## src/rtl/bg_pkg.sv

```systemverilog
package bg_pkg;

  typedef enum logic [3:0] {
    ST_IDLE,
    ST_LD_LO,
    ST_LD_HI,
    ST_LD_CAP,
    ST_FILL,
    ST_AREA_REQ,
    ST_AREA_WAIT,
    ST_RD,
    ST_CALC,
    ST_DIV,
    ST_WR,
    ST_EVAL
  } bg_state_e;

endpackage

```

## src/rtl/bg_div.sv

```systemverilog
// Restoring divider, fractional quotient of num/den with num < den.
module bg_div #(
  parameter int AW   = 32,
  parameter int FRAC = 16,
  localparam int CW  = $clog2(FRAC + 1)
) (
  input  logic            clk_i,
  input  logic            rst_ni,
  input  logic            start_i,
  input  logic [AW-1:0]   num_i,
  input  logic [AW-1:0]   den_i,
  output logic            busy_o,
  output logic            done_o,
  output logic [FRAC-1:0] quo_o
);

  logic [AW:0]     rem_q;
  logic [AW-1:0]   den_q;
  logic [FRAC-1:0] quo_q;
  logic [CW-1:0]   cnt_q;
  logic            busy_q, done_q;

  logic [AW:0] shl, sub;
  logic        ge;

  always_comb begin
    shl = rem_q << 1;
    ge  = shl >= {1'b0, den_q};
    sub = shl - {1'b0, den_q};
  end

  always_ff @(posedge clk_i or negedge rst_ni) begin
    if (!rst_ni) begin
      rem_q  <= '0;
      den_q  <= '0;
      quo_q  <= '0;
      cnt_q  <= '0;
      busy_q <= 1'b0;
      done_q <= 1'b0;
    end else begin
      done_q <= 1'b0;
      if (start_i && !busy_q) begin
        rem_q  <= {1'b0, num_i};
        den_q  <= den_i;
        quo_q  <= '0;
        cnt_q  <= CW'(FRAC);
        busy_q <= 1'b1;
      end else if (busy_q) begin
        rem_q <= ge ? sub : shl;
        quo_q <= {quo_q[FRAC-2:0], ge};
        cnt_q <= cnt_q - CW'(1);
        if (cnt_q == CW'(1)) begin
          busy_q <= 1'b0;
          done_q <= 1'b1;
        end
      end
    end
  end

  assign busy_o = busy_q;
  assign done_o = done_q;
  assign quo_o  = quo_q;

  // partial remainder never reaches the divisor
  a_r3_rem_below_den: assert property (@(posedge clk_i) disable iff (!rst_ni)
    busy_q |-> (rem_q < {1'b0, den_q}));

endmodule

```

## src/rtl/bg_interp.sv

```systemverilog
// new = i2 + floor((i1 - i2) * ratio / 2^FRAC); delta = |new - old|
module bg_interp #(
  parameter int DW   = 16,
  parameter int FRAC = 16,
  localparam int PW  = DW + FRAC + 3
) (
  input  logic signed [DW-1:0] i1_i,
  input  logic signed [DW-1:0] i2_i,
  input  logic        [FRAC:0] ratio_i,
  input  logic signed [DW-1:0] old_i,
  output logic signed [DW-1:0] new_o,
  output logic        [DW:0]   delta_o
);

  logic signed [DW:0]     span;
  logic signed [FRAC+1:0] rs;
  logic signed [PW-1:0]   prod, shf, wide;
  logic signed [DW:0]     dd;

  always_comb begin
    span    = {i1_i[DW-1], i1_i} - {i2_i[DW-1], i2_i};
    rs      = {1'b0, ratio_i};
    prod    = PW'(span) * PW'(rs);
    shf     = prod >>> FRAC;
    wide    = PW'(i2_i) + shf;
    new_o   = wide[DW-1:0];
    dd      = {new_o[DW-1], new_o} - {old_i[DW-1], old_i};
    delta_o = dd[DW] ? $unsigned(-dd) : $unsigned(dd);
  end

  // interpolated value lies between the endpoints, so no bits are lost
  always_comb begin
    a_r3_result_fits: assert (wide == PW'(new_o));
  end

endmodule

```

## src/rtl/bg_refine_engine.sv

```systemverilog
module bg_refine_engine
  import bg_pkg::*;
#(
  parameter int NPTS = 512,
  parameter int DW   = 16,
  parameter int AW   = 32,
  parameter int FRAC = 16,
  parameter int ITW  = 8,
  localparam int IW  = $clog2(NPTS)
) (
  input  logic           clk_i,
  input  logic           rst_ni,
  input  logic           start_i,
  input  logic [IW-1:0]  lo_idx_i,
  input  logic [IW-1:0]  hi_idx_i,
  input  logic [DW-1:0]  thr_i,
  input  logic [ITW-1:0] max_iter_i,
  output logic           area_start_o,
  input  logic           area_done_i,
  input  logic [AW-1:0]  amax_i,
  output logic [IW-1:0]  meas_addr_o,
  input  logic [DW-1:0]  meas_rdata_i,
  output logic [IW-1:0]  a2_addr_o,
  input  logic [AW-1:0]  a2_rdata_i,
  output logic [IW-1:0]  bg_addr_o,
  input  logic [DW-1:0]  bg_rdata_i,
  output logic           bg_we_o,
  output logic [DW-1:0]  bg_wdata_o,
  output logic           busy_o,
  output logic           done_o,
  output logic           not_conv_o,
  output logic           div_err_o,
  output logic [ITW-1:0] iter_o
);

  localparam logic [FRAC:0] RATIO_ONE = {1'b1, {FRAC{1'b0}}};

  bg_state_e      state_q;
  logic [IW-1:0]  lo_q, hi_q, j_q;
  logic [DW-1:0]  thr_q, i1_q, i2_q, old_q;
  logic [ITW-1:0] maxit_q, iter_q, iter_nxt;
  logic [AW-1:0]  amax_q;
  logic [FRAC:0]  ratio_q;
  logic [DW:0]    maxd_q;
  logic           err_q, nc_q, done_q;

  logic            div_start, div_busy, div_done;
  logic [FRAC-1:0] div_quo;
  logic [DW-1:0]   new_val;
  logic [DW:0]     delta;

  assign div_start = (state_q == ST_CALC) && (amax_q != '0) && (a2_rdata_i < amax_q);
  assign iter_nxt  = iter_q + ITW'(1);

  bg_div #(.AW(AW), .FRAC(FRAC)) u_div (
    .clk_i   (clk_i),
    .rst_ni  (rst_ni),
    .start_i (div_start),
    .num_i   (a2_rdata_i),
    .den_i   (amax_q),
    .busy_o  (div_busy),
    .done_o  (div_done),
    .quo_o   (div_quo)
  );

  bg_interp #(.DW(DW), .FRAC(FRAC)) u_interp (
    .i1_i    (i1_q),
    .i2_i    (i2_q),
    .ratio_i (ratio_q),
    .old_i   (old_q),
    .new_o   (new_val),
    .delta_o (delta)
  );

  always_ff @(posedge clk_i or negedge rst_ni) begin
    if (!rst_ni) begin
      state_q <= ST_IDLE;
      lo_q    <= '0;
      hi_q    <= '0;
      j_q     <= '0;
      thr_q   <= '0;
      i1_q    <= '0;
      i2_q    <= '0;
      old_q   <= '0;
      maxit_q <= '0;
      iter_q  <= '0;
      amax_q  <= '0;
      ratio_q <= '0;
      maxd_q  <= '0;
      err_q   <= 1'b0;
      nc_q    <= 1'b0;
      done_q  <= 1'b0;
    end else begin
      done_q <= 1'b0;
      unique case (state_q)
        ST_IDLE: if (start_i) begin
          lo_q    <= lo_idx_i;
          hi_q    <= hi_idx_i;
          thr_q   <= thr_i;
          maxit_q <= max_iter_i;
          iter_q  <= '0;
          err_q   <= 1'b0;
          nc_q    <= 1'b0;
          state_q <= ST_LD_LO;
        end
        ST_LD_LO: state_q <= ST_LD_HI;
        ST_LD_HI: begin
          i1_q    <= meas_rdata_i;
          state_q <= ST_LD_CAP;
        end
        ST_LD_CAP: begin
          i2_q    <= meas_rdata_i;
          j_q     <= lo_q;
          state_q <= ST_FILL;
        end
        ST_FILL: begin
          if (j_q == hi_q) state_q <= ST_AREA_REQ;
          else             j_q     <= j_q + IW'(1);
        end
        ST_AREA_REQ: state_q <= ST_AREA_WAIT;
        ST_AREA_WAIT: if (area_done_i) begin
          amax_q  <= amax_i;
          j_q     <= lo_q;
          maxd_q  <= '0;
          state_q <= ST_RD;
        end
        ST_RD: state_q <= ST_CALC;
        ST_CALC: begin
          old_q <= bg_rdata_i;
          if (amax_q == '0) begin
            ratio_q <= '0;
            err_q   <= 1'b1;
            state_q <= ST_WR;
          end else if (a2_rdata_i >= amax_q) begin
            ratio_q <= RATIO_ONE;
            state_q <= ST_WR;
          end else begin
            state_q <= ST_DIV;
          end
        end
        ST_DIV: if (div_done) begin
          ratio_q <= {1'b0, div_quo};
          state_q <= ST_WR;
        end
        ST_WR: begin
          if (delta > maxd_q) maxd_q <= delta;
          if (j_q == hi_q) state_q <= ST_EVAL;
          else begin
            j_q     <= j_q + IW'(1);
            state_q <= ST_RD;
          end
        end
        ST_EVAL: begin
          iter_q <= iter_nxt;
          if (maxd_q <= {1'b0, thr_q}) begin
            done_q  <= 1'b1;
            state_q <= ST_IDLE;
          end else if (iter_nxt >= maxit_q) begin
            nc_q    <= 1'b1;
            done_q  <= 1'b1;
            state_q <= ST_IDLE;
          end else begin
            state_q <= ST_AREA_REQ;
          end
        end
        default: state_q <= ST_IDLE;
      endcase
    end
  end

  always_comb begin
    meas_addr_o  = (state_q == ST_LD_LO) ? lo_q : hi_q;
    a2_addr_o    = j_q;
    bg_addr_o    = j_q;
    bg_we_o      = (state_q == ST_FILL) || (state_q == ST_WR);
    bg_wdata_o   = (state_q == ST_FILL) ? i2_q : new_val;
    area_start_o = (state_q == ST_AREA_REQ);
    busy_o       = (state_q != ST_IDLE);
    done_o       = done_q;
    not_conv_o   = nc_q;
    div_err_o    = err_q;
    iter_o       = iter_q;
  end

  a_r2_write_in_window: assert property (@(posedge clk_i) disable iff (!rst_ni)
    bg_we_o |-> (bg_addr_o >= lo_q && bg_addr_o <= hi_q));

  a_r2_area_single_pulse: assert property (@(posedge clk_i) disable iff (!rst_ni)
    area_start_o |=> !area_start_o);

  a_r4_ratio_bounded: assert property (@(posedge clk_i) disable iff (!rst_ni)
    (state_q == ST_WR) |-> (ratio_q <= RATIO_ONE));

  a_r5_zero_total: assert property (@(posedge clk_i) disable iff (!rst_ni)
    (state_q == ST_WR && amax_q == '0) |-> (ratio_q == '0 && err_q));

  a_r3_divider_idle_outside: assert property (@(posedge clk_i) disable iff (!rst_ni)
    div_busy |-> (state_q == ST_DIV));

  a_r7_cap_reached: assert property (@(posedge clk_i) disable iff (!rst_ni)
    (done_o && not_conv_o) |-> (iter_o >= maxit_q && iter_o != '0));

  a_r8_done_when_idle: assert property (@(posedge clk_i) disable iff (!rst_ni)
    done_o |-> !busy_o);

  a_r9_window_held: assert property (@(posedge clk_i) disable iff (!rst_ni)
    (busy_o && $past(busy_o)) |-> ($stable(lo_q) && $stable(hi_q) && $stable(thr_q)));

endmodule

```

## config.mk

```make
export PLATFORM = sky130hd
export DESIGN_NAME = bg_refine_engine
export DESIGN_NICKNAME = d
export VERILOG_FILES = /design/src/rtl/bg_pkg.sv /design/src/rtl/bg_div.sv /design/src/rtl/bg_interp.sv /design/src/rtl/bg_refine_engine.sv
export SDC_FILE = /design/constraint.sdc
export NUM_CORES = 1
export LEC_CHECK = 0
export ABC_AREA = 1
export BUFFER_PORTS_ARGS = -buffer_cell sky130_fd_sc_hd__buf_2
export CAP_MARGIN = 20
export CORE_ASPECT_RATIO = 1.4
export CORE_UTILIZATION = 35
export CTS_BUF_LIST = sky130_fd_sc_hd__clkbuf_4
export CTS_CLUSTER_DIAMETER = 120
export CTS_CLUSTER_SIZE = 8
export DETAILED_ROUTE_END_ITERATION = 10
export PLACE_DENSITY = 0.57
export SYNTH_ARGS = -nofsm -noshare
export SYNTH_HDL_FRONTEND = slang
export SYNTH_HIERARCHICAL = 1
export SYNTH_SLANG_ARGS = --single-unit
```

## constraint.sdc

```tcl
create_clock -name clk_i -period 14.3 [get_ports clk_i]
set_input_delay 2.86 -clock clk_i [delete_from_list [all_inputs] [get_ports clk_i]]
set_output_delay 2.86 -clock clk_i [all_outputs]
set_load 0.01 [all_outputs]
```

======== Yosys cells after proc, flatten, opt, wreduce, memory -nomap -nowiden ========
Cells that the tools add are included.
cells by class
  multiplexer cells ....................... 47
  eq/ne operators ......................... 23
  $mul .................................... 1
  reduce and logical (&&, ||, !) cells .... 25
  $lt $le $gt $ge ......................... 6
  add/subtract/negate cells ............... 8
operators with widths
  kind                                                             count
  17-bit two-way mux                                               6
  32-bit two-way mux                                               3
  17-bit one-hot mux with 2 select lines                           2
  16-bit two-way mux                                               3
  4-bit one-hot mux with 12 select lines                           1
  16-bit by 16-bit subtractor with 17-bit output                   2
  33-bit by 32-bit >= comparator with 1-bit output                 1
  32-bit >= comparator                                             1
  32-bit zero test                                                 1
  32-bit less-than comparator                                      1
  17-bit by 18-bit multiplier with 32-bit output                   1
  32-bit nonzero test                                              1
  32-bit subtractor                                                1
  9-bit two-way mux                                                3
  9-bit one-hot mux with 3 select lines                            1
  4-bit two-way mux                                                5
  17-bit > comparator                                              1
  17-bit by 16-bit less-or-equal comparator with 1-bit output      1
  17-bit negator                                                   1
  16-bit adder                                                     1
  4-bit by 3-bit == test with 1-bit output, second input constant  4
  4-bit == test, second input constant                             4
  8-bit one-hot mux with 2 select lines                            1
  2-bit inequality test, second input constant                     7
  other kinds (27)                                                 57
word-level totals
  input port bits ......................... 142
  register bits ........................... 267

======== Logic depth before layout (Yosys ltp) ========
Gate-level depths: netlist (run 1).
  depth in word-level cells ............... 9
  gate-level depth with buffers ........... 74

======== Modules after synthesis ========
The synthesis (run 1) kept the hierarchy.
modules (own cells, without submodules)
  module            cells each  area an instance (um^2)  instances
  bg_interp         1730        12350.6                  1
  bg_refine_engine  1232        9814.4                   1
  bg_div            957         6434.9                   1

======== Least setup slack after synthesis (run 1) ========
OpenSTA, ideal clock, no wires.
  kind .................................... register to output
  start point ............................. register i2_q[0]
  end point ............................... output port bg_wdata_o[11]
  arrival time ............................ 8261 ps
  cell stages (with the launch flop) ...... 44
  buffers on the path ..................... 1
  required time ........................... 11440 ps
  setup slack ............................. 3179 ps
  cells stage by stage .................... dfrtp_1 > ha_1 > fa_1 > inv_1 > nand2_1 > nand2_1 > nand3_1 > nand2_1 > a21oi_1 > o21ai_2 > a31oi_1 > or2_2 > nand2_1 > buf_4 > nor2_1 > fa_1 > fa_1 > fa_1 > [... 8 more ...] > a31oi_1 > o21ai_0 > a21o_1 > nand2_1 > nand2_1 > xor2_1 > ha_1 > nand2_1 > o211ai_1 > a31oi_1 > o21ai_0 > nand2_1 > inv_1 > o21ai_0 > nand2_1 > xor2_1 > nand2_1 > nand2_1
on the way
  word-level cells in the longest chain between the ends .. 4
RTL lines
  element                                         RTL line                 source
  start: declaration                              bg_refine_engine.sv:40   logic [DW-1:0] thr_q, i1_q, i2_q, old_q;
  start signal: assignment                        bg_refine_engine.sv:112  i2_q <= meas_rdata_i;
  16-bit by 16-bit subtractor with 17-bit output  bg_interp.sv:21          span = {i1_i[DW-1], i1_i} - {i2_i[DW-1], i2_i};
  17-bit by 18-bit multiplier with 32-bit output  bg_interp.sv:23          prod = PW'(span) * PW'(rs);
  16-bit adder (*)                                bg_interp.sv:25          wide = PW'(i2_i) + shf;
  via new_val[11]                                 bg_refine_engine.sv:49   logic [DW-1:0] new_val;
  16-bit two-way mux (*)                          bg_refine_engine.sv:176  bg_wdata_o = (state_q == ST_FILL) ? i2_q : new_val;
  end: declaration                                bg_refine_engine.sv:28   output logic [DW-1:0] bg_wdata_o,
Mark *: on every way through the listed nets, which the timed path passes. The rest lies on a longest branch.

======== Worst setup path in the final report (run 1) ========
  start point ............................. register i2_q[0]
  end point ............................... output port bg_wdata_o[15]
The elaborated chain is that of the path after synthesis.

==> results of run 1 <==
==> sequential cells by signal, summed over array words and instances, names as in the netlist, 4 cells and up <==
name and count:
ratio_q 17, maxd_q 17, i2_q 16, i1_q 16
thr_q 16, hi_q 9, maxit_q 8, u_div/rem_q 32
u_div/cnt_q 5, u_div/quo_o 16, old_q 16, a2_addr_o 9
iter_o 8, lo_q 9, state_q 4, amax_q 32
u_div/den_q 32
==> cells by family after synthesis <==
kind of cell | Yosys count | synth area share
AO/OA/AOI/OAI | 453 | 0.0903
XOR/XNOR | 86 | 0.0271
adder cells (fa/ha/maj) | 492 | 0.275
buffers and inverters | 909 | 0.123
flip-flops | 267 | 0.234
multiplexers | 1 | 0.000394
AND/OR/NAND/NOR | 1711 | 0.250
==> layer usage <==
metal / share of wire / routed length [µm] / vias to the layer above / track usage
met4: 0.029 / 2510 / 8 / 0.0650
li1: - / - / 12300 / -
met1: 0.41 / 35000 / 11700 / 0.241
met3: 0.030 / 2550 / 129 / 0.0198
met5: 0.00057 / 49 / - / 0
met2: 0.53 / 45500 / 458 / 0.400
==> placed cells by master, fill, tap and decap left out, drive strengths merged, types with 2 or more instances in the layout <==
cell / n
nand2: 1089
inv: 797
nor2: 375
dfrtp: 267
ha: 265
fa: 227
buf: 216
o21ai: 192
a21oi: 153
nand3: 138
nand4: 57
xor2: 48
clkbuf: 39
xnor2: 38
o21bai: 27
nor3: 21
o22ai: 20
a22o: 16
or2: 15
a21o: 10
a31oi: 10
clkinv: 10
o21a: 8
nand3b: 6
nor4: 5
o31ai: 4
o2111ai: 4
and3: 3
a21boi: 3
o211ai: 2
==> stage by stage <==
step	utilization	hold WS, ns	worst slack [ns]	instance area, µm²
3_5_place_dp	0.379	0.456	1.67	30600
4_1_cts	0.383	0.470	0.735	30900
3_3_place_gp	0.379	0.453	1.87	30600
6_report	0.384	0.470	0.767	30900
2_1_floorplan	-	0.429	3.18	28600
5_1_grt	0.384	0.479	0.154	30900
==> final cells by class <==
type | count | area, µm²
timing repair buffer | 216 | 1180
sequential | 267 | 6680
antenna | 1 | 2.50
clock inverter | 5 | 33.8
multi-input combinational | 2743 | 18400
clock buffer | 39 | 293
fill | 8729 | 49700
inverter | 803 | 3020
tap | 1062 | 1330
==> worst paths after layout <==
| check | slack [ns] | end | depth (start not counted) |
|---|---|---|---|
| min | 0.47 | u_div/done_o$_DFF_PN0_ | 1 |
| max in group asynchronous | 10.09 | u_div/den_q[30]$_DFFE_PN0P_ | 3 |
| max | 0.77 | bg_wdata_o[15] | 47 |
| min in group asynchronous | 2.05 | lo_q[8]$_DFFE_PN0P_ | 1 |
| max reg2reg | 1.52 | maxd_q[11]$_DFFE_PN0P_ | 68 |
| min reg2reg | 0.47 | u_div/done_o$_DFF_PN0_ | 1 |
==> critical path, delay by kind of cell, from the launching register on <==
kind,cells,cell delay [ns]
xor+xnor,1,0.35
flops,1,0.43
fa+ha+maj,10,4.43
simple gates,19,2.31
compound gates,9,1.59
buf+inv,8,0.76
==> summary.txt, run 1 <==
Yosys
  – Cell count after synthesis: 3,919
  – Seq cells post-synth: 267
  – Mapped Avg Cell Area: 7.30 µm²
  – Synth warnings: 6
  – Synthesized area: 28,600 µm²
  – Most numerous cell in the Yosys netlist: nand2_1
  – Synth area leader: dfrtp_1
  – Dominant synthesized flop cell: dfrtp_1
  – Synth async-reset ratio: 1.00
  – Synth area leaders: dfrtp_1 23%, fa_1 16%, nand2_1 14%
  – Post-synth top cells: 1,062 x nand2_1, 761 x inv_1, 351 x nor2_1, 267 x dfrtp_1, 265 x ha_1
  – Post-synth EDFFs: 0
  – Seq/Total Area, Yosys: 0.234
  – Mapped Nets: 4,553
  – Yosys top cell area share: 0.234
  – Yosys cell types: 63

Cells and area
  – Final Non-Filler Cells: 5,136
  – Fraction of layout instances using a drive strength above 1: 0.0955
  – Area Overhead vs Synth: 8.18%
  – Nets: 4,704

Clock network
  – Clock Latency Late Sink: 0.81 ns
  – Cts hold-fix bufs: 0
  – Root buffer cell: clkbuf_4
  – CTS buffer count: 39
  – Longest Clk Path Bufs: 3
  – CTS tree: yes
  – Htree depth: 2
  – Worst-path clk slew: 0.10 ns
  – Post-CTS Setup Repair Bufs: 0
  – Clk sinks: 267
  – Post-CTS Resized: 0

Hold path
  – Hold Path Origin: u_div/cnt_q[4]$_DFFE_PN0P_
  – Worst hold-check path type: flip-flop to flip-flop

Critical path
  – Slowest stage cell, crit path: fa_1
  – Crit path launch type: flip-flop
  – Worst setup startpoint: i2_q[0]$_DFFE_PN0N_
  – Crit. End Element: primary output
  – Crit-path max cell delay: 0.54 ns
  – Worst path required time: 11.44 ns
  – Peak fanout along the critical path: 11
  – Crit path kind: flip-flop to primary output
  – Crit-path most repeated cell: nand2_1
  – R2r startpoint: i2_q[0]$_DFFE_PN0N_
  – Crit path DAT: 10.67 ns

Die
  – Die Width: 244 µm
  – Core Rows: 123
  – Io pins: 199
  – Die area: 82,900 µm²
  – Starting density of the core: 0.355
  – Core ar.: 80,600 µm²
  – Die height: 340 µm

Run status
  – Outcome: finished, final reports clean

Drt
  – Post-route ant nets: 0
  – Routed wire per std cell: 16.7 µm
  – Router iterations before antenna repair: 5
  – Via count: 24,600
  – Vias/cell: 4.80
  – Iter 0 DRT Violations: 1,205
  – WL final: 85,600 µm
  – DRC: 0

Timing
  – Worst slew pin tran: 0.940 ns
  – Final hold violations: 0
  – Final Cycle Share: 0.946
  – Worst Skew: 0.110 ns
  – Max Clk Rate: 0.0739 GHz
  – Setup TNS: 0 ns
  – Slew HR: 0.373
  – RSZ-0062 raised after global routing: no
  – Final setup viols: 0
  – Tmin final: 13.53 ns
  – Final Max Slew Viols: 0

Global route
  – Number of antenna violations at the first check in global routing: 6
  – Vias in the first global route: 25,700
  – Largest net degree at the start of global routing: 91
  – First-pass GRT wire length: 137,000 µm
  – Remaining Overflow, GRT: 0
  – Tot GR Track Use: 0.209

Placement
  – IO buf count: 198
  – Final HPWL DP: 70,100 µm
  – Placer congestion estimate: 0.938
  – DP Cell Count: 5,089

Flow run
  – Max_cap viols: 0
Power of run 1 is not shown: default switching activity piles up to over one toggle a cycle in this logic, so the estimate is an artifact.
==> inputs of run 2 (changes only) <==
Settings changed: PLACE_DENSITY 0.57 to 0.49.
==> summary.txt, run 2 (same netlist as run 1, synthesis figures left out) <==
Timing
  – Final Max Slew Viols: 0 (unchanged)
  – Final hold violations: 0 (unchanged)
  – Tmin final: 13.51 ns (-0.0193 ns)
  – Slew HR: 0.325 (-0.0476)
  – RSZ-0062 raised after global routing: no
  – Final Cycle Share: 0.945 (-0.00135)
  – Setup WS post-layout: 0.787 ns (+0.0193 ns)
  – Max Clk Rate: 0.0740 GHz (+0.14%)
  – Worst Skew: 0.0988 ns (-0.0108 ns)
  – Setup TNS: 0 ns (unchanged)
  – Final setup viols: 0 (unchanged)
  – Worst slew pin tran: 1.01 ns (+0.0713 ns)

Cells and area
  – Largest registers: amax_q x32, u_div/den_q x32, u_div/rem_q x32
  – Commonest cells after routing, fill and taps aside: 1,060 x nand2_1, 761 x inv_1, 349 x nor2_1
  – Area Overhead vs Synth: 8.23% (about the same)
  – Layout Utilization: 0.384 (about the same)
  – Most common cell after layout, fill and taps aside: nand2_1
  – Fraction of layout instances using a drive strength above 1: 0.0960 (+0.000515)
  – Fin area: 31,000 µm² (about the same)
  – Nets: 4,704 (unchanged)

Clock network
  – Longest Clk Path Bufs: 3 (unchanged)
  – Clk sinks: 267 (unchanged)
  – Post-CTS Setup Repair Bufs: 0 (unchanged)
  – Worst-path clk slew: 0.11 ns (about the same)
  – Htree depth: 2 (unchanged)
  – Root buffer cell: clkbuf_4
  – CTS tree: yes
  – Cts hold-fix bufs: 0 (unchanged)
  – CTS buffer count: 39 (unchanged)
  – Clock Latency Late Sink: 0.82 ns (about the same)

Die
  – Core Rows: 123 (unchanged)
  – Io pins: 199 (unchanged)
  – Die area: 82,900 µm² (unchanged)
  – Die height: 340 µm (unchanged)
  – Die Width: 244 µm (unchanged)
  – Starting density of the core: 0.355 (unchanged)
  – Core ar.: 80,600 µm² (unchanged)

Critical path
  – FF-to-FF End: maxd_q[6]$_DFFE_PN0P_
  – Worst path required time: 11.44 ns (about the same)
  – R2r startpoint: i2_q[0]$_DFFE_PN0N_
  – Peak fanout along the critical path: 11 (unchanged)
  – Slowest stage cell, crit path: fa_1
  – Crit path launch type: flip-flop
  – FF-to-FF setup slack: 1.53 ns (about the same)
  – Crit path depth: 45 (-4.3%)
  – CP delay by family, top: adder cells
  – Crit. End Element: primary output
  – Critical path endpoint: bg_wdata_o[11]
  – Crit path DAT: 10.65 ns (-0.02 ns)
  – Crit-path most repeated cell: nand2_1
  – Worst setup startpoint: i2_q[0]$_DFFE_PN0N_
  – Crit-path max cell delay: 0.55 ns (about the same)
  – Crit path buf inv count: 8 (unchanged)
  – Crit path kind: flip-flop to primary output
  – Depth of the worst register-to-register path: 65 (-4.4%)

Placement
  – Final HPWL DP: 72,600 µm (+3.6%)
  – IO buf count: 198 (unchanged)
  – Placer congestion estimate: 0.938 (about the same)
  – Dpl ws: 1.44 ns (-0.227 ns)
  – DP Area: 30,600 µm² (+0.11%)

Drt
  – Vias/cell: 4.82 (+0.42%)
  – WL final: 89,000 µm (+3.9%)
  – Post-route ant nets: 0 (unchanged)
  – Via count: 24,800 (+0.45%)
  – Iter 0 DRT Violations: 912 (-24%)
  – Routed wire per std cell: 17.3 µm (+3.9%)
  – DRC: 0 (unchanged)
  – Router iterations before antenna repair: 5 (unchanged)

Global route
  – Remaining Overflow, GRT: 0 (unchanged)
  – Number of antenna violations at the first check in global routing: 4 (-2)
  – Largest net degree at the start of global routing: 94 (+3.3%)
  – First-pass GRT wire length: 141,000 µm (+3.4%)
  – Tot GR Track Use: 0.218 (+0.00905)
  – Vias in the first global route: 25,600 (-0.31%)

Hold path
  – Worst hold-check path type: flip-flop to flip-flop
  – Hold Crit Depth: 1 (unchanged)

Run status
  – Outcome: finished, final reports clean

Flow run
  – Max_cap viols: 0 (unchanged)
## run 2: worst register-to-register path, delay by kind of cell (launching register included)
| kind | cells | cell delay, ns |
|---|---|---|
| adder cells (fa/ha/maj) | 12 | 4.93 |
| AND/OR/NAND/NOR | 28 | 3.53 |
| AO/OA/AOI/OAI | 13 | 2.39 |
| XOR/XNOR | 3 | 0.72 |
| buffers and inverters | 9 | 0.69 |
| flip-flops | 1 | 0.43 |
## run 2: worst min path at each step
stage	startpoint	endpoint	slack (ns)
floorplan	u_div/cnt_q[4]$_DFFE_PN0P_	u_div/done_o$_DFF_PN0_	0.43
CTS	u_div/cnt_q[4]$_DFFE_PN0P_	u_div/done_o$_DFF_PN0_	0.41
finish	u_div/cnt_q[4]$_DFFE_PN0P_	u_div/done_o$_DFF_PN0_	0.43
detailed placement	u_div/cnt_q[4]$_DFFE_PN0P_	u_div/done_o$_DFF_PN0_	0.46
global placement	u_div/cnt_q[4]$_DFFE_PN0P_	u_div/done_o$_DFF_PN0_	0.46
global route	u_div/cnt_q[4]$_DFFE_PN0P_	u_div/done_o$_DFF_PN0_	0.45
## run 2: routing by layer
layer / vias to the layer above / wire (µm) / track usage
met5: - / 18 / 0
met4: 4 / 2280 / 0.0595
met3: 102 / 2650 / 0.0199
met2: 420 / 48100 / 0.418
met1: 11900 / 35900 / 0.254
li1: 12300 / - / -
## run 2: metrics by stage
step,hold slack (ns),cells
final,0.432,5138
after global routing,0.451,5137
after CTS,0.412,5133
after detailed placement,0.461,5090
after global placement,0.458,5089
after floorplan,0.429,3919
## run 2: timing repair
item,in CTS,in global routing
resized for setup,0,1
endpoints found under the setup margin,0,2
hold endpoints to repair,0,0
## run 2: cell type report
type	count	area, µm²
Multi-Input combinational cell	2743	18400
Antenna cell	4	10.0
Inverter	803	3020
Tap cell	1062	1330
Fill cell	8869	49700
Sequential cell	267	6680
Clock inverter	4	32.5
Timing Repair Buffer	216	1180
Clock buffer	39	293
Power of run 2 is left out for the same reason.
